### src/rtl/rx_buffer_pkg.sv
package rx_buffer_pkg;
  localparam int CHAR_W = 8;

  // one buffered character with its own error flags
  typedef struct packed {
    logic              brk;
    logic              par;
    logic              frm;
    logic [CHAR_W-1:0] data;
  } rx_entry_t;

  localparam int ENTRY_W = $bits(rx_entry_t);

  // sticky status, bit 3 down to bit 0
  typedef struct packed {
    logic ovr;
    logic brk;
    logic par;
    logic frm;
  } rx_status_t;

  localparam int STATUS_W = $bits(rx_status_t);
  localparam int RDATA_W  = ENTRY_W + 1;
endpackage

### src/rtl/rx_char_fifo.sv
module rx_char_fifo
  import rx_buffer_pkg::*;
#(
  parameter int DEPTH = 16
) (
  input  logic      clk,
  input  logic      rst_n,
  input  logic      wr_en,
  input  rx_entry_t wr_entry,
  input  logic      rd_en,
  output rx_entry_t rd_entry,
  output logic      empty,
  output logic      full
);
  localparam int AW = (DEPTH > 1) ? $clog2(DEPTH) : 1;
  localparam int CW = $clog2(DEPTH + 1);

  logic [AW-1:0] wr_ptr_q, wr_ptr_d;
  logic [AW-1:0] rd_ptr_q, rd_ptr_d;
  logic [CW-1:0] count_q, count_d;
  rx_entry_t     slot_q [DEPTH];

  function automatic logic [AW-1:0] ptr_inc(input logic [AW-1:0] p);
    return (p == AW'(DEPTH - 1)) ? '0 : p + AW'(1);
  endfunction

  always_comb begin
    wr_ptr_d = wr_ptr_q;
    rd_ptr_d = rd_ptr_q;
    count_d  = count_q;
    if (wr_en) wr_ptr_d = ptr_inc(wr_ptr_q);
    if (rd_en) rd_ptr_d = ptr_inc(rd_ptr_q);
    if (wr_en && !rd_en) count_d = count_q + CW'(1);
    else if (rd_en && !wr_en) count_d = count_q - CW'(1);
  end

  always_ff @(posedge clk or negedge rst_n) begin
    if (!rst_n) begin
      wr_ptr_q <= '0;
      rd_ptr_q <= '0;
      count_q  <= '0;
    end else begin
      wr_ptr_q <= wr_ptr_d;
      rd_ptr_q <= rd_ptr_d;
      count_q  <= count_d;
    end
  end

  // storage slots, each with its own write enable, no reset
  for (genvar g = 0; g < DEPTH; g++) begin : g_slot
    logic slot_we;
    assign slot_we = wr_en && (wr_ptr_q == AW'(g));
    always_ff @(posedge clk) begin
      if (slot_we) slot_q[g] <= wr_entry;
    end
  end

  assign rd_entry = slot_q[rd_ptr_q];
  assign empty    = (count_q == '0);
  assign full     = (count_q == CW'(DEPTH));

  // the parent never writes into a full buffer unless a pop frees a slot
  assert_no_overflow_R3: assert property (@(posedge clk) disable iff (!rst_n)
    wr_en |-> (!full || rd_en));
  // the parent never pops an empty buffer
  assert_no_underflow_R7: assert property (@(posedge clk) disable iff (!rst_n)
    rd_en |-> !empty);
  // a lone write to an empty buffer makes it non-empty
  assert_fill_R2: assert property (@(posedge clk) disable iff (!rst_n)
    (wr_en && !rd_en) |=> !empty);
endmodule

### src/rtl/rx_break_timer.sv
module rx_break_timer #(
  parameter int FRAME_CYCLES = 160
) (
  input  logic clk,
  input  logic rst_n,
  input  logic line_i,
  input  logic char_done,
  output logic brk_tag
);
  localparam int CW = $clog2(FRAME_CYCLES + 1);

  logic [CW-1:0] low_cnt_q, low_cnt_d;
  logic          pend_q, pend_d;
  logic          at_limit;
  logic          set_now;

  assign at_limit = (low_cnt_q == CW'(FRAME_CYCLES));
  assign set_now  = !line_i && at_limit;

  always_comb begin
    low_cnt_d = low_cnt_q;
    if (line_i)         low_cnt_d = '0;
    else if (!at_limit) low_cnt_d = low_cnt_q + CW'(1);

    pend_d = pend_q;
    if (char_done)    pend_d = 1'b0;
    else if (set_now) pend_d = 1'b1;
  end

  always_ff @(posedge clk or negedge rst_n) begin
    if (!rst_n) begin
      low_cnt_q <= '0;
      pend_q    <= 1'b0;
    end else begin
      low_cnt_q <= low_cnt_d;
      pend_q    <= pend_d;
    end
  end

  assign brk_tag = pend_q || set_now;

  // a break marking only appears after the line was sampled low
  assert_brk_needs_low_R8: assert property (@(posedge clk) disable iff (!rst_n)
    $rose(pend_q) |-> $past(!line_i));
  // a completed character consumes the marking
  assert_brk_consumed_R8: assert property (@(posedge clk) disable iff (!rst_n)
    char_done |=> !pend_q);
endmodule

### src/rtl/rx_status_regs.sv
module rx_status_regs
  import rx_buffer_pkg::*;
(
  input  logic       clk,
  input  logic       rst_n,
  input  logic       pop,
  input  rx_entry_t  pop_entry,
  input  logic       ovf_evt,
  input  logic       clr,
  output rx_status_t status
);
  rx_status_t st_q, st_d;

  always_comb begin
    st_d = st_q;
    // per-character flags: clear wins over a pop load
    if (clr) begin
      st_d.brk = 1'b0;
      st_d.par = 1'b0;
      st_d.frm = 1'b0;
    end else if (pop) begin
      st_d.brk = pop_entry.brk;
      st_d.par = pop_entry.par;
      st_d.frm = pop_entry.frm;
    end
    // overrun: a new overflow wins over every clearing cause
    if (ovf_evt)   st_d.ovr = 1'b1;
    else if (clr)  st_d.ovr = 1'b0;
    else if (pop)  st_d.ovr = 1'b0;
  end

  always_ff @(posedge clk or negedge rst_n) begin
    if (!rst_n) st_q <= '0;
    else        st_q <= st_d;
  end

  assign status = st_q;

  // overflow is visible the next cycle
  assert_ovr_set_R3: assert property (@(posedge clk) disable iff (!rst_n)
    ovf_evt |=> status.ovr);
  // a clear with no concurrent overflow empties the status
  assert_clear_all_R6: assert property (@(posedge clk) disable iff (!rst_n)
    (clr && !ovf_evt) |=> (status == '0));
  // with no pop, clear or overflow the status holds
  assert_hold_R5: assert property (@(posedge clk) disable iff (!rst_n)
    (!pop && !clr && !ovf_evt) |=> $stable(status));
endmodule

### src/rtl/rx_buffer_status.sv
module rx_buffer_status
  import rx_buffer_pkg::*;
#(
  parameter int DEPTH        = 16,
  parameter int FRAME_CYCLES = 160
) (
  input  logic              clk,
  input  logic              rst_n,
  input  logic              line_i,
  input  logic              char_valid_i,
  input  logic [CHAR_W-1:0] char_data_i,
  input  logic              char_frame_err_i,
  input  logic              char_parity_err_i,
  input  logic              data_rd_i,
  output logic [RDATA_W-1:0] data_rdata_o,
  input  logic              err_clr_i,
  output logic [STATUS_W-1:0] status_o
);
  logic       rst_meta_q, rst_sync_q;
  logic       fifo_empty, fifo_full;
  logic       pop, ovf_evt, push;
  logic       brk_tag;
  rx_entry_t  in_entry, head;
  rx_status_t status;

  // asynchronous assertion, synchronous release
  always_ff @(posedge clk or negedge rst_n) begin
    if (!rst_n) begin
      rst_meta_q <= 1'b0;
      rst_sync_q <= 1'b0;
    end else begin
      rst_meta_q <= 1'b1;
      rst_sync_q <= rst_meta_q;
    end
  end

  assign pop     = data_rd_i && !fifo_empty;
  assign ovf_evt = char_valid_i && fifo_full && !pop;
  assign push    = char_valid_i && !ovf_evt;

  assign in_entry.brk  = brk_tag;
  assign in_entry.par  = char_parity_err_i;
  assign in_entry.frm  = char_frame_err_i;
  assign in_entry.data = char_data_i;

  rx_break_timer #(.FRAME_CYCLES(FRAME_CYCLES)) u_brk (
    .clk       (clk),
    .rst_n     (rst_sync_q),
    .line_i    (line_i),
    .char_done (char_valid_i),
    .brk_tag   (brk_tag)
  );

  rx_char_fifo #(.DEPTH(DEPTH)) u_fifo (
    .clk      (clk),
    .rst_n    (rst_sync_q),
    .wr_en    (push),
    .wr_entry (in_entry),
    .rd_en    (pop),
    .rd_entry (head),
    .empty    (fifo_empty),
    .full     (fifo_full)
  );

  rx_status_regs u_stat (
    .clk       (clk),
    .rst_n     (rst_sync_q),
    .pop       (pop),
    .pop_entry (head),
    .ovf_evt   (ovf_evt),
    .clr       (err_clr_i),
    .status    (status)
  );

  assign data_rdata_o = fifo_empty ? '0 : {status.ovr, head};
  assign status_o     = status;

  // reading an empty buffer yields zero
  assert_empty_read_zero_R7: assert property (@(posedge clk) disable iff (!rst_sync_q)
    (data_rd_i && fifo_empty) |-> (data_rdata_o == '0));
  // the overrun bit of the data word matches the status view
  assert_word_ovr_R9: assert property (@(posedge clk) disable iff (!rst_sync_q)
    !fifo_empty |-> (data_rdata_o[RDATA_W-1] == status_o[STATUS_W-1]));
endmodule

### config.mk
export PLATFORM = sky130hd
export DESIGN_NAME = rx_buffer_status
export DESIGN_NICKNAME = d
export VERILOG_FILES = /design/src/rtl/rx_buffer_pkg.sv /design/src/rtl/rx_char_fifo.sv /design/src/rtl/rx_break_timer.sv /design/src/rtl/rx_status_regs.sv /design/src/rtl/rx_buffer_status.sv
export SDC_FILE = /design/constraint.sdc
export NUM_CORES = 1
export LEC_CHECK = 0
export ABC_CLOCK_PERIOD_IN_PS = 3400
export BUFFER_PORTS_ARGS = -buffer_cell sky130_fd_sc_hd__clkbuf_2
export CAP_MARGIN = 40
export CORE_MARGIN = 2
export CORE_UTILIZATION = 50
export DETAILED_ROUTE_END_ITERATION = 7
export PLACE_DENSITY = 0.78
export SETUP_SLACK_MARGIN = 0.02
export SLEW_MARGIN = 20
export SYNTH_ARGS = -nofsm -noshare
export SYNTH_HDL_FRONTEND = slang
export SYNTH_SLANG_ARGS = --single-unit
### constraint.sdc
create_clock -name clk -period 3.4 [get_ports clk]
set_input_delay 0.34 -clock clk [delete_from_list [all_inputs] [get_ports clk]]
set_output_delay 0.34 -clock clk [all_outputs]
set_load 0.05 [all_outputs]
Yosys cells after proc, flatten, opt, wreduce, memory -nomap -nowiden
Memories as Yosys holds them, arrays and structs flattened.
Cells that the tools add are included.

cells by class
  add/subtract/negate cells = 5
  reductions and logical operators = 50
  eq/ne operators = 19
  mux-type cells = 91

operators by type and width
  cell                                                                number
  11-bit two-way mux                                                  15
  11-bit OR reduction                                                 15
  4-bit two-way mux                                                   17
  1-bit two-way mux                                                   52
  4-bit == test, second input constant                                9
  1-bit logical AND                                                   23
  4-bit by 3-bit == test with 1-bit output, second input constant     4
  8-bit two-way mux                                                   2
  12-bit two-way mux                                                  1
  5-bit two-way mux                                                   2
  4-bit by 1-bit adder with 4-bit output, second input constant       2
  8-bit by 1-bit adder with 8-bit output, second input constant       1
  4-bit by 2-bit == test with 1-bit output, second input constant     2
  8-bit == test, second input constant                                1
  3-bit two-way mux                                                   2
  2-bit nonzero test                                                  3
  5-bit by 1-bit adder with 5-bit output, second input constant       1
  5-bit == test, second input constant                                1
  1-bit logical NOT                                                   5
  5-bit logical NOT                                                   1
  5-bit by 1-bit subtractor with 5-bit output, second input constant  1
  4-bit by 1-bit == test with 1-bit output, second input constant     1
  4-bit logical NOT                                                   1
  3-bit nonzero test                                                  1
  other kinds (2)                                                     2

storage, ports and cells
  input bits = 16
  word-level logic and storage cells = 177
  memories kept = 1
  output and inout bits = 16
  register bits = 28
  memory bits (writable) = 176

memories
  memory         depth  bits a word  rd ports  clocked after memory_dff  wr ports  RTL line            text
  u_fifo.slot_q  16     11           1         0                         1         rx_char_fifo.sv:21  rx_entry_t slot_q [DEPTH];

Longest topological paths before layout
  depth in word-level cells = 26
  mapped depth = 12
  depth with buffers taken out = 11

Cells and area by module
A second synthesis with hierarchy kept.

second synthesis, totals
  cells, all modules = 477
  area, all modules = 8,470.6 um^2

modules (own cells, without submodules)
  module            area an instance (um^2)  cells an instance  instances  sequential area each (um^2)
  rx_char_fifo      7,606.0                  395                1          5,610.4
  rx_break_timer    521.8                    50                 1          225.2
  rx_buffer_status  190.2                    20                 1          50.0
  rx_status_regs    152.6                    12                 1          100.1

Least setup slack after synthesis
Ideal clock, no wire load.

  path kind = reg2reg
  start point = reg u_fifo.count_q[1]
  end point = reg u_fifo.count_q[4]
  data arrival time = 2.513 ns
  stages on the path, launching flop included = 13
  setup slack = 0.807 ns
  data required time = 3.320 ns
  path through = dfrtp_1 -> nor4_1 -> nand3b_1 -> nand2_1 -> inv_1 -> clkbuf_1 -> ha_1 -> inv_1 -> ha_1 -> a21o_1 -> a21oi_1 -> mux2i_1 -> xnor2_1

between the ends
  cells in the longest elaborated chain, start to end = 10
  elaborated cells on any way between the ends = 17
  those cells by class = 2 x add/sub; 1 x eq/ne; 2 x mux; 12 x reduce/logical

ends and longest elaborated chain
  item                                 RTL line                text
  start: declaration                   rx_char_fifo.sv:20      logic [CW-1:0] count_q, count_d;
  start signal: assignment             rx_char_fifo.sv:45      count_q <= count_d;
  5-bit logical NOT                    rx_char_fifo.sv:59      assign empty = (count_q == '0);
  1-bit logical NOT                    rx_buffer_status.sv:37  assign pop = data_rd_i && !fifo_empty;
  1-bit logical AND                    rx_buffer_status.sv:37
  1-bit logical NOT                    rx_buffer_status.sv:38  assign ovf_evt = char_valid_i && fifo_full && !pop;
  1-bit logical AND (*)                rx_buffer_status.sv:38
  1-bit logical NOT (*)                rx_buffer_status.sv:39  assign push = char_valid_i && !ovf_evt;
  1-bit logical AND (*)                rx_buffer_status.sv:39
  named net push                       rx_buffer_status.sv:21  logic pop, ovf_evt, push;
  1-bit logical NOT                    rx_char_fifo.sv:34      else if (rd_en && !wr_en) count_d = count_q - CW'(1);
  1-bit logical AND                    rx_char_fifo.sv:34
  2-bit nonzero test (no source line)  -

The timed path passes the listed nets; every way through them passes the cells marked *. The select of a mux whose other input is x is not followed.
A chain may end at the register's enable or synchronous reset.

Worst setup path after layout
  start point = reg u_fifo.count_q[1]
  end point = reg u_fifo.count_q[4]

between the ends
  cells in the longest elaborated chain, start to end = 10
  elaborated cells on any way between the ends = 17
  those cells by class = 2 x add/sub; 1 x eq/ne; 2 x mux; 12 x reduce/logical

ends and longest elaborated chain
  item                                 RTL line
  5-bit logical NOT                    rx_char_fifo.sv:59
  1-bit logical NOT                    rx_buffer_status.sv:37
  1-bit logical AND                    rx_buffer_status.sv:37
  1-bit logical NOT                    rx_char_fifo.sv:33, rx_buffer_status.sv:38
  1-bit logical AND                    rx_buffer_status.sv:38
  1-bit logical NOT                    rx_buffer_status.sv:39
  1-bit logical AND                    rx_buffer_status.sv:39
  1-bit logical NOT                    rx_char_fifo.sv:34
  1-bit logical AND                    rx_char_fifo.sv:34
  2-bit nonzero test (no source line)  -

Several ways; a longest one is shown, not always the timed one. The select of a mux whose other input is x is not followed.

==> metrics <==
Startpoint Class=flop; share of cells above drive strength 1=21.3%; Clock Sinks=204; post-synthesis cell area=8290 sq um; placed cells=677; CP Capture Type=flop; Max Slew Vio Count=0; via count=4,164; sequential share of the synthesized area=72.2%; post-layout util=56.9%; worst slew pin tran=0.827 ns; core box area=16,400 sq um; Int Pwr=5.24 mW; CTS tree=yes; Remaining DRCs=0; Final Critical Period=3.00 ns; Post-synth EDFFs=176; Non-Filler Instances=713; number of global-route vias before repair=4,070; Hold Vio Cnt, Final=0; warnings from Yosys=0; RSZ-0062 raised after global routing=false; initial antenna violation count=0; Sw Pwr=2.74 mW; largest vdd supply drop=0.488 mV; Setup violations, final=0; total CTS buffers=19; first-pass GRT wire length=24,600 microns; Skew-Pair Late Insertion Delay=0.49 ns; Req. time, crit path=3.81 ns; total power=7.97 mW; clock skew=0.0108 ns; Mapped Cells=436; Reg power frac=41.0%; fmax=0.334 GHz; Synth cell types=38; Initial Utilization=50.5%; power density over the cells=854 nW/um^2; Hold Slack=0.0594 ns; Die Span X=133 microns; CP Max Fanout=11; fillers=1,162; ys flop type=edfxtp_1; Pleak=3.29 nW; via/cell ratio=5.84; Post-DRT Antenna Nets=0; Final Cycle Share=88.1%; Starting DRT DRC Count=611; Synth Area per Inst=19.0 sq um; Layout area overhead=12.6%; Total Negative Setup Slacks=0 ns; relative max-transition margin=44.9%; MaxCap Viol Count=0; Rows=47; GRT Total Usage=18.7%; Port Buffer Count=31; Seq cells post-synth=204; largest net degree at the start of global routing=34; dpl hpwl=9470 microns; Placer Congestion=0.770; Crit Path Class=flop to flop; CTS Buffer Depth=3; Logic pwr share=33.9%; drt wl/cell=22.8 microns; drt first pass iters=5; setup bufs post-CTS=0; IO Count=32; CTS resizes=0; nets=509; Async S/R FF share, synth=13.7%; DRT Wirelength=16,200 microns; WP data arrival=3.41 ns; Post-Syn Nets=465; hold buffer count at CTS=1; switching share of power=34.3%; area of the die=17,600 sq um; Antenna Cells=0; Worst Hold Class=primary input to flop; status=finished clean; clock share of power=25.1%; chip height=133 microns; Max H-tree Level=1; clk slew on worst S/H paths=0.06 ns; GR Overflow Total=0; CTS root buf=clkbuf_16
[logic make-up (layout without fill, tap and decap cells)]
group | Yosys count | count (layout) | synth area share (%)
compound gates | 31 | 31 | 2.23
buf+inv | 29 | 86 | 1.77
fa+ha+maj | 13 | 13 | 2.05
flops | 204 | 204 | 72.2
simple gates | 75 | 75 | 4.68
mux | 71 | 71 | 15.8
xor+xnor | 12 | 12 | 1.27
other cells | 1 | 1 | 0.0452
[registers in the layout, indices dropped and copies added, names as in the netlist]
signal,cells
u_brk.low_cnt_q,8
u_stat.status,4
u_fifo.rd_ptr_q,4
u_brk.pend_q,1
u_fifo.wr_ptr_q,4
rst_sync_q,1
rst_meta_q,1
u_fifo.count_q,5
u_fifo.slot_q,176
[layout make-up]
type	count	area, sq um	share of cell area [%]
flip-flops and latches	204	5990	64.1
clock inverters	6	56.3	0.603
repair buffers	42	302	3.23
inverters	10	37.5	0.402
well taps	220	275	2.95
multi-input cells	203	2160	23.1
clock buffers	28	519	5.56
[power groups by stage]
| stage | Combinational [mW] | Clock [mW] | Sequential (mW) |
|---|---|---|---|
| after floorplan | 2.06 | 0 | 3.21 |
| after global placement | 2.50 | 0 | 3.38 |
| after detailed placement | 2.59 | 0 | 3.39 |
| after CTS | 2.63 | 2.03 | 3.34 |
| after global routing | 2.87 | 2.12 | 3.30 |
| final | 2.70 | 2.00 | 3.27 |
[routing by layer]
layer	global-route usage (%)	wire length, microns	vias up	share of wire [%]
met5	0	0	-	0
li1	-	-	1822	-
met4	5.14	290	0	1.8
met2	32.8	8640	161	53
met1	24.9	6370	2158	39
met3	2.53	944	23	5.8
[critical path, stage by stage, from the launching register on]
cell and delay (ns):
dfrtp_1 0.42, nor4_1 0.46, nand2b_1 0.22, nand2_1 0.33, ha_1 0.28, inv_1 0.12, ha_1 0.35, a21o_1 0.17
a21oi_1 0.20, mux2i_1 0.24, xnor2_1 0.13
[synth_stat cells, types with 3 or more instances]
master | number | area share (%)
xor2_1 | 5 | 0.53
mux2i_1 | 23 | 2.8
a21oi_1 | 7 | 0.42
nor2_1 | 15 | 0.68
nand3b_1 | 3 | 0.27
o21ai_0 | 9 | 0.54
nand2_1 | 14 | 0.63
o22ai_1 | 8 | 0.60
mux4_2 | 33 | 9.0
and2_1 | 10 | 0.75
and3_1 | 11 | 0.83
xnor2_1 | 7 | 0.74
mux2_2 | 4 | 0.54
a21o_1 | 3 | 0.27
nand3_1 | 10 | 0.60
mux4_1 | 11 | 3.5
buf_2 | 6 | 0.36
dfrtp_1 | 28 | 8.5
ha_1 | 12 | 1.8
buf_6 | 3 | 0.41
or2_1 | 3 | 0.23
edfxtp_1 | 176 | 64
clkbuf_1 | 6 | 0.27
nand2b_1 | 3 | 0.23
inv_1 | 10 | 0.45
[metrics by stage]
stage | setup slack, ns | instance area, sq um
4_1_cts | 0.122 | 9320
6_report | 0.404 | 9340
3_3_place_gp | 0.603 | 8690
3_5_place_dp | 0.440 | 8730
2_1_floorplan | 0.807 | 8290
5_1_grt | 0.170 | 9340
[final timing paths]
kind / start / to / slack (ns) / depth (start not counted)
min in group asynchronous: rst_n / rst_sync_q$_DFF_PN0_ / 0.17 / 2
max reg2reg: u_fifo.count_q[1]$_DFFE_PN0P_ / u_fifo.count_q[4]$_DFFE_PN0P_ / 0.40 / 10
min reg2reg: rst_sync_q$_DFF_PN0_ / u_fifo.wr_ptr_q[1]$_DFFE_PN0P_ / 0.18 / 0
max: u_fifo.count_q[1]$_DFFE_PN0P_ / u_fifo.count_q[4]$_DFFE_PN0P_ / 0.40 / 10
min: err_clr_i / u_stat.status[2]$_DFFE_PN0P_ / 0.06 / 2
max in group asynchronous: rst_sync_q$_DFF_PN0_ / u_fifo.rd_ptr_q[1]$_DFFE_PN0P_ / 2.77 / 1
[cell usage in the layout (no fill, tap or decap), drive strengths merged, types with 2 or more instances in the layout]
cell type	n
a21o	3
a21oi	8
and2	10
and3	11
buf	10
clkbuf	59
clkinv	4
dfrtp	28
edfxtp	176
ha	12
inv	11
mux2	4
mux2i	23
mux4	44
nand2	14
nand2b	3
nand3	10
nand3b	3
nor2	15
nor2b	2
o21ai	9
o22ai	8
or2	3
xnor2	7
xor2	5
No activity file was read; power rests on OpenSTA's default activity.
